**src/rtl/prls_pkg.sv**
```systemverilog
package prls_pkg;

  typedef enum logic [2:0] {
    ST_IDLE,
    ST_DECODE,
    ST_WAIT,
    ST_FETCH,
    ST_XFER,
    ST_PRESENT,
    ST_TURN,
    ST_SKIP
  } prls_state_e;

  localparam logic [3:0] CMD_MEM_RD      = 4'b0110;
  localparam logic [3:0] CMD_MEM_RD_MULT = 4'b1100;
  localparam logic [3:0] CMD_MEM_RD_LINE = 4'b1110;

endpackage

```
**src/rtl/prls_decode.sv**
```systemverilog
module prls_decode #(
  parameter int          AW       = 32,
  parameter logic [31:0] BAR_BASE = 32'h4000_0000,
  parameter int          BAR_LOG2 = 12
) (
  input  logic [AW-1:0] addr,
  input  logic [3:0]    cmd,
  output logic          hit
);
  import prls_pkg::*;

  localparam int TAG_W = AW - BAR_LOG2;

  logic in_window;
  logic is_read;

  assign in_window = (addr[AW-1:BAR_LOG2] == BAR_BASE[AW-1:BAR_LOG2]);

  always_comb begin
    unique case (cmd)
      CMD_MEM_RD, CMD_MEM_RD_MULT, CMD_MEM_RD_LINE: is_read = 1'b1;
      default:                                      is_read = 1'b0;
    endcase
  end

  assign hit = in_window && is_read && (TAG_W > 0);

endmodule

```
**src/rtl/prls_lane.sv**
```systemverilog
module prls_lane #(
  parameter int DW = 32,
  localparam int LW = 2 * DW
) (
  input  logic          clk,
  input  logic          rst_n,
  input  logic          load,
  input  logic          odd_start,
  input  logic          capture,
  input  logic          advance,
  input  logic [LW-1:0] ldata,
  output logic          upper_sel,
  output logic [DW-1:0] ad_q
);

  logic          half_q;
  logic [DW-1:0] slice [2];

  for (genvar g = 0; g < 2; g++) begin : g_slice
    assign slice[g] = ldata[g*DW +: DW];
  end

  always_ff @(posedge clk or negedge rst_n) begin
    if (!rst_n) begin
      half_q <= 1'b0;
      ad_q   <= '0;
    end else begin
      if (load)
        half_q <= odd_start;
      else if (advance)
        half_q <= ~half_q;
      if (capture)
        ad_q <= slice[half_q];
    end
  end

  assign upper_sel = half_q;


  odd_start_lane_chk: assert property (@(posedge clk) disable iff (!rst_n)
    load |=> (upper_sel == $past(odd_start)));


  alternate_lane_chk: assert property (@(posedge clk) disable iff (!rst_n)
    (advance && !load) |=> (upper_sel != $past(upper_sel)));

endmodule

```
**src/rtl/pci_rd_lane_seq.sv**
```systemverilog
module pci_rd_lane_seq #(
  parameter int          DW       = 32,
  parameter logic [31:0] BAR_BASE = 32'h4000_0000,
  parameter int          BAR_LOG2 = 12,
  localparam int         LW       = 2 * DW,
  localparam int         CW       = DW / 8
) (
  input  logic          clk,
  input  logic          rst_n,
  input  logic          frame_n,
  input  logic          irdy_n,
  input  logic [CW-1:0] cbe_n,
  input  logic [DW-1:0] ad_in,
  output logic [DW-1:0] ad_out,
  output logic          ad_oe,
  output logic          devsel_n,
  output logic          trdy_n,
  output logic          ctl_oe,
  output logic          bar_hit,
  output logic [DW-1:0] lcl_addr,
  input  logic          lcl_rdy_n,
  output logic          lo_xfer_n,
  output logic          hi_xfer_n,
  input  logic [LW-1:0] lcl_data
);
  import prls_pkg::*;

  prls_state_e   state;
  logic [DW-1:0] addr_q;
  logic [CW-1:0] cmd_q;
  logic          hit_w;
  logic          upper_sel;
  logic          phase_done;

  assign phase_done = (state == ST_PRESENT) && !irdy_n;

  prls_decode #(
    .AW       (DW),
    .BAR_BASE (BAR_BASE),
    .BAR_LOG2 (BAR_LOG2)
  ) u_decode (
    .addr (addr_q),
    .cmd  (cmd_q),
    .hit  (hit_w)
  );

  prls_lane #(
    .DW (DW)
  ) u_lane (
    .clk       (clk),
    .rst_n     (rst_n),
    .load      (state == ST_DECODE),
    .odd_start (addr_q[2]),
    .capture   (state == ST_XFER),
    .advance   (phase_done),
    .ldata     (lcl_data),
    .upper_sel (upper_sel),
    .ad_q      (ad_out)
  );

  always_ff @(posedge clk or negedge rst_n) begin
    if (!rst_n) begin
      state    <= ST_IDLE;
      addr_q   <= '0;
      cmd_q    <= '0;
      bar_hit  <= 1'b0;
      devsel_n <= 1'b1;
      trdy_n   <= 1'b1;
      ctl_oe   <= 1'b0;
      ad_oe    <= 1'b0;
    end else begin
      unique case (state)
        ST_IDLE: begin
          if (!frame_n) begin
            addr_q <= ad_in;
            cmd_q  <= cbe_n;
            state  <= ST_DECODE;
          end
        end
        ST_DECODE: begin
          if (hit_w) begin
            bar_hit <= 1'b1;
            state   <= ST_WAIT;
          end else begin
            state   <= ST_SKIP;
          end
        end
        ST_WAIT: begin
          devsel_n <= 1'b0;
          ctl_oe   <= 1'b1;
          state    <= ST_FETCH;
        end
        ST_FETCH: begin
          if (!irdy_n && !lcl_rdy_n)
            state <= ST_XFER;
        end
        ST_XFER: begin
          trdy_n <= 1'b0;
          ad_oe  <= 1'b1;
          state  <= ST_PRESENT;
        end
        ST_PRESENT: begin
          if (!irdy_n) begin
            trdy_n <= 1'b1;
            if (frame_n) begin
              devsel_n <= 1'b1;
              ad_oe    <= 1'b0;
              state    <= ST_TURN;
            end else if (!lcl_rdy_n) begin
              state <= ST_XFER;
            end else begin
              state <= ST_FETCH;
            end
          end
        end
        ST_TURN: begin
          ctl_oe  <= 1'b0;
          bar_hit <= 1'b0;
          state   <= ST_IDLE;
        end
        ST_SKIP: begin
          if (frame_n && irdy_n)
            state <= ST_IDLE;
        end
        default: state <= ST_IDLE;
      endcase
    end
  end

  assign lcl_addr  = addr_q;
  assign lo_xfer_n = !((state == ST_XFER) && !upper_sel);
  assign hi_xfer_n = !((state == ST_XFER) &&  upper_sel);


  devsel_after_hit_chk: assert property (@(posedge clk) disable iff (!rst_n)
    $rose(bar_hit) |=> (!devsel_n && ctl_oe));


  strobe_needs_ready_chk: assert property (@(posedge clk) disable iff (!rst_n)
    (!lo_xfer_n || !hi_xfer_n) |-> $past(!irdy_n && !lcl_rdy_n));


  strobe_exclusive_chk: assert property (@(posedge clk) disable iff (!rst_n)
    $onehot0({~lo_xfer_n, ~hi_xfer_n}));


  trdy_after_strobe_chk: assert property (@(posedge clk) disable iff (!rst_n)
    (!lo_xfer_n || !hi_xfer_n) |=> !trdy_n);


  release_order_chk: assert property (@(posedge clk) disable iff (!rst_n)
    $rose(devsel_n) |=> (!ctl_oe && !bar_hit));


  hit_held_chk: assert property (@(posedge clk) disable iff (!rst_n)
    $fell(bar_hit) |-> $past(devsel_n && trdy_n));


  ad_drive_chk: assert property (@(posedge clk) disable iff (!rst_n)
    !trdy_n |-> (ad_oe && bar_hit && !devsel_n));


  miss_quiet_chk: assert property (@(posedge clk) disable iff (!rst_n)
    (state == ST_SKIP) |-> (devsel_n && trdy_n && !ad_oe && !bar_hit));

endmodule

```
**config.mk**
```make
export PLATFORM = sky130hd
export DESIGN_NAME = pci_rd_lane_seq
export DESIGN_NICKNAME = d
export VERILOG_FILES = /design/src/rtl/prls_pkg.sv /design/src/rtl/prls_decode.sv /design/src/rtl/prls_lane.sv /design/src/rtl/pci_rd_lane_seq.sv
export SDC_FILE = /design/constraint.sdc
export NUM_CORES = 1
export LEC_CHECK = 0
export CAP_MARGIN = 20
export CORE_UTILIZATION = 40
export DETAILED_ROUTE_END_ITERATION = 16
export PLACE_DENSITY = 0.81
export SKIP_CTS_REPAIR_TIMING = 1
export SYNTH_ARGS = -nofsm -noshare
export SYNTH_HDL_FRONTEND = slang
export SYNTH_SLANG_ARGS = --single-unit
```
**constraint.sdc**
```tcl
create_clock -name clk -period 2.09 [get_ports clk]
set_input_delay 0.3135 -clock clk [delete_from_list [all_inputs] [get_ports clk]]
set_output_delay 0.3135 -clock clk [all_outputs]
set_load 0.05 [all_outputs]
```
* Word level (Yosys, flattened, before mapping)
Index checks and enable logic that the tools add are counted.
Word-level totals: bits of input ports 105, output and inout port bits 71, word-level logic and storage cells 80, bits in registers 77
Cells by class: $lt $le $gt $ge 1, mux-type cells 25, bitwise logic cells 3, reductions and logical operators 24, eq/ne operators 17
Operator list (number):
- $mux 32 | 3
- $pmux 3 s8 | 1
- $mux 3 | 7
- $eq 20x19->1 const B | 1
- $eq 3x3->1 const B | 4
- $ne 2x2->1 const B | 6
- $pmux 1 s2 | 5
- $reduce_bool 2->1 | 5
- $mux 1 | 9
- $eq 4x4->1 const B | 2
- $eq 3x2->1 const B | 2
- $logic_and 1x1->1 | 6
- $reduce_and 2->1 | 3
- $reduce_and 3->1 | 2
- $logic_not 1->1 | 5
- $eq 4x3->1 const B | 1
- $reduce_and 4->1 | 1
- $eq 3x1->1 const B | 1
- $logic_not 3->1 | 1
- $reduce_or 3->1 | 1
- $ge 2x2->1 const B | 1
- $not 1->1 | 2
- $not 1->2 | 1

* Longest topological paths before layout
Gate-level depths: netlist of the first run.
word-level depth 6, mapped depth 6, gate-level depth less buffers 4

* Hierarchy
A second synthesis of the first run with hierarchy kept.
Second synthesis, totals: cell total of the unflattened synthesis 286, area total of the unflattened synthesis 3467.1 µm²
By module, submodules not included:
- pci_rd_lane_seq | times used 1, area each 1855.5 µm², cells an instance 134
- prls_lane | times used 1, area each 1549.0 µm², cells an instance 143
- prls_decode | times used 1, area each 62.6 µm², cells an instance 9

* Worst setup path before layout of the first run
No wires, ideal clock.
path type reg-to-output, from register state[1], to output hi_xfer_n, arrival time 1492 ps, stages on the path, launching flop included 7, required time 1776 ps, setup slack 285 ps, path through dfrtp_1 buf_6 nand2b_1 nor2_1 buf_2 buf_2 nand2_1
On the way: word-level cells in the longest chain between the ends 3
Ends and longest elaborated chain:
- start, declared | RTL line pci_rd_lane_seq.sv:28 | prls_state_e state;
- start signal, assigned | RTL line pci_rd_lane_seq.sv:63 | state <= ST_IDLE;
- start signal, assigned | RTL line pci_rd_lane_seq.sv:77 | state <= ST_DECODE;
- start signal, assigned | RTL line pci_rd_lane_seq.sv:83 | state <= ST_WAIT;
- $eq 3x3->1 | RTL line pci_rd_lane_seq.sv:132 | assign hi_xfer_n = !((state == ST_XFER) && upper_sel);
- $logic_and 1x1->1 | RTL line pci_rd_lane_seq.sv:132
- $logic_not 1->1 | RTL line pci_rd_lane_seq.sv:132
- end, declared | RTL line pci_rd_lane_seq.sv:23 | output logic hi_xfer_n,
Every way passes these cells.

* Worst setup path after layout of the first run
from register devsel_n, to output devsel_n
RTL lines:
- start, declared | RTL line pci_rd_lane_seq.sv:16 | output logic devsel_n,
- start signal, assigned | RTL line pci_rd_lane_seq.sv:67 | devsel_n <= 1'b1;
- start signal, assigned | RTL line pci_rd_lane_seq.sv:89 | devsel_n <= 1'b0;
- start signal, assigned | RTL line pci_rd_lane_seq.sv:106 | devsel_n <= 1'b1;
No word-level cell between the ends.

==> results of run 1 <==
==> logic make-up after synthesis <==
| group | share of synthesized area |
|---|---|
| AND/OR/NAND/NOR | 0.0831 |
| flip-flops | 0.572 |
| multiplexers | 0.215 |
| buffers and inverters | 0.0382 |
| AO/OA/AOI/OAI | 0.0916 |
==> power by group <==
part           internal (mW)  total, mW  switching (mW)
Sequential              2.20       2.74           0.546
Combinational           1.96       5.17            3.21
Clock                  0.461      0.985           0.524
==> through the flow <==
step                setup slack (ns)  power (mW)
global route                  0.0333        9.37
CTS                           0.0275        8.99
floorplan                      0.285        6.16
finish                        0.0845        8.90
detailed placement             0.355        7.98
global placement               0.378        7.85
==> worst max-delay path by stage <==
| stage | startpoint | end | slack, ns | cells past startpoint |
|---|---|---|---|---|
| 2_1_floorplan | state[1]$_DFFE_PN0P_ | hi_xfer_n | 0.28 | 6 |
| 3_3_place_gp | frame_n | lcl_addr[11]$_DFFE_PN0P_ | 0.38 | 4 |
| 3_5_place_dp | frame_n | lcl_addr[14]$_DFFE_PN0P_ | 0.36 | 4 |
| 4_1_cts | state[2]$_DFFE_PN0P_ | lo_xfer_n | 0.03 | 3 |
| 5_1_grt | devsel_n$_DFFE_PN1P_ | devsel_n | 0.03 | 1 |
| 6_report | devsel_n$_DFFE_PN1P_ | devsel_n | 0.08 | 1 |
==> flip-flops by register name, indices dropped and copies added, names as in the netlist <==
register and count:
trdy_n 1, u_lane.ad_q 32, devsel_n 1, cmd_q 4, lcl_addr 32, ctl_oe 1, u_lane.upper_sel 1, ad_oe 1
bar_hit 1, state 3
==> cell type report <==
| type | count | area (µm²) |
|---|---|---|
| fillers | 627 | 2760 |
| multi-input cells | 183 | 1320 |
| flip-flops and latches | 77 | 1930 |
| well taps | 105 | 131 |
| clock inverters | 4 | 25.0 |
| clock buffers | 12 | 145 |
| repair buffers | 186 | 1850 |
| inverters | 3 | 11.3 |
==> cell usage in the layout (no fill, tap or decap), drive strengths merged <==
| master | instances |
|---|---|
| dfrtp | 75 |
| clkdlybuf4s50 | 171 |
| o21ai | 5 |
| clkbuf | 12 |
| o2bb2ai | 1 |
| clkinv | 2 |
| a31oi | 1 |
| mux2i | 32 |
| nor2b | 1 |
| inv | 3 |
| mux2 | 36 |
| nor3 | 1 |
| nand2b | 1 |
| a21oi | 36 |
| o211ai | 1 |
| nand2 | 5 |
| nor4bb | 1 |
| nor3b | 1 |
| a22o | 1 |
| dlygate4sd3 | 1 |
| nor2 | 43 |
| or3 | 1 |
| a221oi | 1 |
| a21o | 1 |
| nand4 | 1 |
| clkinvlp | 2 |
| nor4 | 5 |
| o32ai | 2 |
| o31ai | 4 |
| dfstp | 2 |
| buf | 14 |
| o22a | 1 |
| or2 | 1 |
==> layer usage <==
layer,track usage,vias up
met4,0.0782,0
met3,0.0647,9
li1,-,1362
met2,0.342,119
met1,0.228,1340
met5,0,-
==> metrics.cfg, run 1 <==
[outcome]
outcome = finished, final reports clean

[route]
dr.pass1.iters = 4
wl_met3_um = 858
wl_met1_mm = 3.31
topRoutingLayerUsed = met4
first_iter_violations = 52
wl_per_cell_um = 15.1
antenna_left = 0
drt-total-wl_mm = 8.60
drc = 0
wl_met2_mm = 4.32
vias_per_cell = 4.96
vias = 2830

[yosys]
synth_most_common_cell = dfrtp_1
synth_flop_cell = dfrtp_1
seq_area_frac_synth = 0.572
syn_inst = 283
ys_top_cells_by_count = dfrtp_1 (75), nor2_1 (43), a21oi_1 (36)
synth-async-reset-ratio = 1.00
synth_top_area_frac = 0.556
synth_area_um2 = 3370
synth_top_cell_by_area = dfrtp_1
ys_ff_latch = 77
synth_edf_count = 0
avgSynthCellArea_um2 = 11.9
yosysWarnings = 0
synth_fp_nets = 388
synth_cell_types = 34
netlist_top_cells_area = dfrtp_1 (56%), mux2_2 (11%), mux2i_1 (9.5%)

[global_routing]
antenna_found_initial = 0
grt_pass1_wl_mm = 13.2
grt_usage = 0.199
grt_pass1_vias = 2764
grt_max_degree = 46
grt-ovfl-total = 0

[cells_and_area]
final_cells = 570
fin_util = 0.663
final_nets = 565
area_growth_pct = 60.6
antenna_cells = 0
final_area_um2 = 5420
drive_above_1_share = 0.148

[die]
core_area_um2 = 8180
die_y_um = 93.8
start_util = 0.413
die_area_um2 = 8800
num_rows = 33
die_w_um = 93.8
ioPinCount = 176

[power]
p_per_area_nw_per_um2 = 1640
p_leak_nw = 2.28
vdd.ir_drop.worst_mv = 0.985

[placement]
place_area_um2 = 5240
dp_cells = 553
place.gp.congestion = 0.851
dp_hpwl_mm = 6.63
port_buffers = 175

[worst_setup_path]
slowest_delay_ns = 0.81
cp.arrival_ns = 1.69
end_kind = output pin
worstPathMaxFanout = 3
rr_endpoint = bar_hit$_DFFE_PN0P_
reg2reg_setup_slack_ns = 0.43
crit_chain = clkdlybuf4s50_1
cp-start-kind = register
cp_num_buf_inv = 1
r2r_cells = 4
slowest_stage = clkdlybuf4s50_1
cp.required_ns = 1.78
crit_family = buffers and inverters
critPathKind = register to output pin
r2r_start = lcl_addr[15]$_DFFE_PN0P_

[run]
drv_cap = 0

[clock_tree]
clock_path_buffers = 2
clk_pin_slew_ns = 0.09
cts_buffers = 9
htree_levels = 3
clock_sinks = 77
cts_tree = yes
cts_root_buf = clkbuf_8
insertion_delay_ns = 0.34

[timing]
rsz0062_at_grt = no
fin_crit_sh = 0.960
timing.hold.ws_ns = 0.443
finClkSkew_ns = 0.0136
finalCriticalPeriod_ns = 2.01
drv_slew = 0
fmax_mhz = 499
relSlewSlack = 0.637
tightest_slew_ns = 0.543
setup_viol = 0
tns_ns = 0
hold_viol_final = 0

[min_path]
hp-class = primary input to asynchronous set/reset pin

No activity file was read; power rests on OpenSTA's default activity.
==> run 2: changes to the inputs <==
ABC_AREA = 1   (was unset)
CORE_UTILIZATION = 41   (was 40)
clock period = 2 ns   (was 2.09 ns; I/O delays follow)
==> metrics.cfg, run 2 <==
[outcome]
outcome = finished, final reports clean

[yosys]
synth_cell_types = 24  ; -29%
seq_area_frac_synth = 0.534  ; -0.0384
syn_inst = 354  ; +25%
synth_most_common_cell = nand3_1
synth-simple-area-share = 0.242  ; +0.158
ys_top_cells_by_count = nand3_1 (105), dfrtp_1 (75), nand2_1 (62)
synth-async-reset-ratio = 1.00  ; unchanged
synth_fp_nets = 459  ; +18%
synth_xor_area_frac = 0  ; unchanged
ys_ff_latch = 77  ; unchanged
synth_compound_area_frac = 0.0149  ; -0.0767
yosysWarnings = 0  ; unchanged
avgSynthCellArea_um2 = 10.2  ; -14%
netlist_top_cells_area = dfrtp_1 (52%), nand3_1 (15%), mux2_4 (12%)
synth_top_family_by_area = simple AND/OR/NAND/NOR gates
synthMuxAreaShare = 0.143  ; -0.0719
synth_flop_cell = dfrtp_1
synth_top_area_frac = 0.519  ; -0.0373
synth_top_cell_by_area = dfrtp_1
synth_area_um2 = 3620  ; +7.2%
synth_edf_count = 0  ; unchanged
synth_fa_ha_area_frac = 0  ; unchanged

[die]
start_util = 0.431  ; +0.0188
die_area_um2 = 9200  ; +4.5%
ioPinCount = 176  ; unchanged
num_rows = 33  ; unchanged
die_y_um = 95.9  ; +2.2%
core_area_um2 = 8380  ; +2.5%
die_w_um = 95.9  ; +2.2%

[run]
drv_cap = 0  ; unchanged

[worst_setup_path]
worstPathMaxFanout = 3  ; unchanged
cp.arrival_ns = 1.57  ; -0.12 ns
slowest_delay_ns = 0.82  ; about the same
end_kind = output pin
cp_num_buf_inv = 1  ; unchanged
crit_chain = clkdlybuf4s50_1
cp-start-kind = register
critPathKind = register to output pin
slowest_stage = clkdlybuf4s50_1
cp.required_ns = 1.70  ; -0.08 ns
crit_family = buffers and inverters

[timing]
fin_crit_sh = 0.937
setup_viol = 0  ; unchanged
finalCriticalPeriod_ns = 1.87
relSlewSlack = 0.637  ; about the same
tightest_slew_ns = 0.543  ; +0.000453 ns
timing.hold.ws_ns = 0.463  ; +0.0201 ns
hold_viol_final = 0  ; unchanged
rsz0062_at_grt = no
tns_ns = 0  ; unchanged
drv_slew = 0  ; unchanged
fmax_mhz = 533
finClkSkew_ns = 0.0109  ; -0.00277 ns

[route]
antenna_left = 0  ; unchanged
drt-total-wl_mm = 10.1  ; +17%
dr.pass1.iters = 4  ; unchanged
vias = 3252  ; +15%
drc = 0  ; unchanged
vias_per_cell = 5.12  ; +3.1%
first_iter_violations = 126  ; +140%
wl_per_cell_um = 15.9  ; +5.4%

[clock_tree]
clock_sinks = 77  ; unchanged
cts_buffers = 9  ; unchanged
clock_path_buffers = 2  ; unchanged
clk_pin_slew_ns = 0.08  ; about the same
htree_levels = 3  ; unchanged
insertion_delay_ns = 0.34  ; about the same
cts_tree = yes
cts_root_buf = clkbuf_8

[power]
power_frac_seq = 0.274  ; -0.034
switchingPower_mw = 5.13  ; +20%
p_leak_nw = 2.58  ; +13%
vdd.ir_drop.worst_mv = 1.15  ; +17%
p_per_area_nw_per_um2 = 1890  ; +15%
swShare = 0.483  ; +0.00166
p_int_mw = 5.49  ; +19%
power.share.clock = 0.125  ; +0.014
comb_power_share = 0.601  ; +0.020
power_mw = 10.6  ; +19%

[global_routing]
grt-ovfl-total = 0  ; unchanged
grt_max_degree = 43  ; -6.5%
grt_usage = 0.218  ; +0.0197
antenna_found_initial = 0  ; unchanged
grt_pass1_wl_mm = 14.9  ; +13%
grt_pass1_vias = 3053  ; +10%

[placement]
dp_hpwl_mm = 7.30  ; +10%
place.gp.congestion = 0.856  ; +0.60%
dp_cells = 619  ; +12%
port_buffers = 175  ; unchanged

[cells_and_area]
layout_commonest_cell = clkdlybuf4s50_1
fillerInstances = 658  ; +4.9%
multi_input_area_um2 = 1450  ; +9.3%
mostFrequentLayoutCells = clkdlybuf4s50_1 (170), nand3_1 (105), dfrtp_1 (75), nand2_1 (62), mux2_4 (30)
final_cells = 635  ; +11%
antenna_cells = 0  ; unchanged
fin_util = 0.672  ; +0.00875
final_nets = 631  ; +12%
drive_above_1_share = 0.126  ; -0.0220
area_growth_pct = 55.7
regArea_um2 = 1930  ; -0.13%

[min_path]
hp-class = primary input to asynchronous set/reset pin

## run 2: cell families (layout without fill, tap and decap cells)
family | count (synthesis) | count (layout)
AND/OR/NAND/NOR | 194 | 194
flip-flops | 77 | 77
buffers and inverters | 38 | 214
multiplexers | 36 | 36
AO/OA/AOI/OAI | 9 | 9
## run 2: layout make-up
| class | instances | share of cell area |
|---|---|---|
| clock inverter | 3 | 0.0122 |
| tap | 105 | 0.0233 |
| timing repair buffer | 183 | 0.327 |
| multi-input combinational | 239 | 0.257 |
| sequential | 77 | 0.343 |
| clock buffer | 12 | 0.0276 |
| inverter | 16 | 0.0107 |
## run 2: power by group through the flow
stage / Sequential (mW) / Combinational (mW) / Clock, mW
global route: 3.02 / 6.73 / 1.43
finish: 2.91 / 6.39 / 1.33
detailed placement: 2.91 / 6.42 / 0
global placement: 2.88 / 6.29 / 0
floorplan: 5.20 / 2.07 / 0
CTS: 2.91 / 6.43 / 1.36
## run 2: final timing paths
check / startpoint / to / slack [ns] / cells after the start
setup / recovery: lcl_addr[25]$_DFFE_PN0P_ / lcl_addr[25] / 0.13 / 1
setup reg to reg: state[2]$_DFFE_PN0P_ / lcl_addr[1]$_DFFE_PN0P_ / 0.46 / 4
min in group clk: trdy_n$_DFFE_PN1P_ / trdy_n$_DFFE_PN1P_ / 0.48 / 2
hold / removal: rst_n / lcl_addr[15]$_DFFE_PN0P_ / 0.46 / 2
hold reg to reg: trdy_n$_DFFE_PN1P_ / trdy_n$_DFFE_PN1P_ / 0.48 / 2
max in group asynchronous: rst_n / devsel_n$_DFFE_PN1P_ / 0.88 / 3
## run 2: metal layers
layer / global-route usage / part of all wire / up-vias
met5: 0 / 0 / -
met4: 0.0933 / 0.017 / 0
met3: 0.0632 / 0.075 / 18
met2: 0.380 / 0.51 / 144
met1: 0.250 / 0.39 / 1556
li1: - / - / 1534
## run 2: metrics by stage
stage	setup slack [ns]	instance area (µm²)
2_1_floorplan	0.389	3620
3_3_place_gp	0.220	5400
3_5_place_dp	0.167	5400
4_1_cts	0.111	5620
5_1_grt	0.0787	5630
6_report	0.125	5630
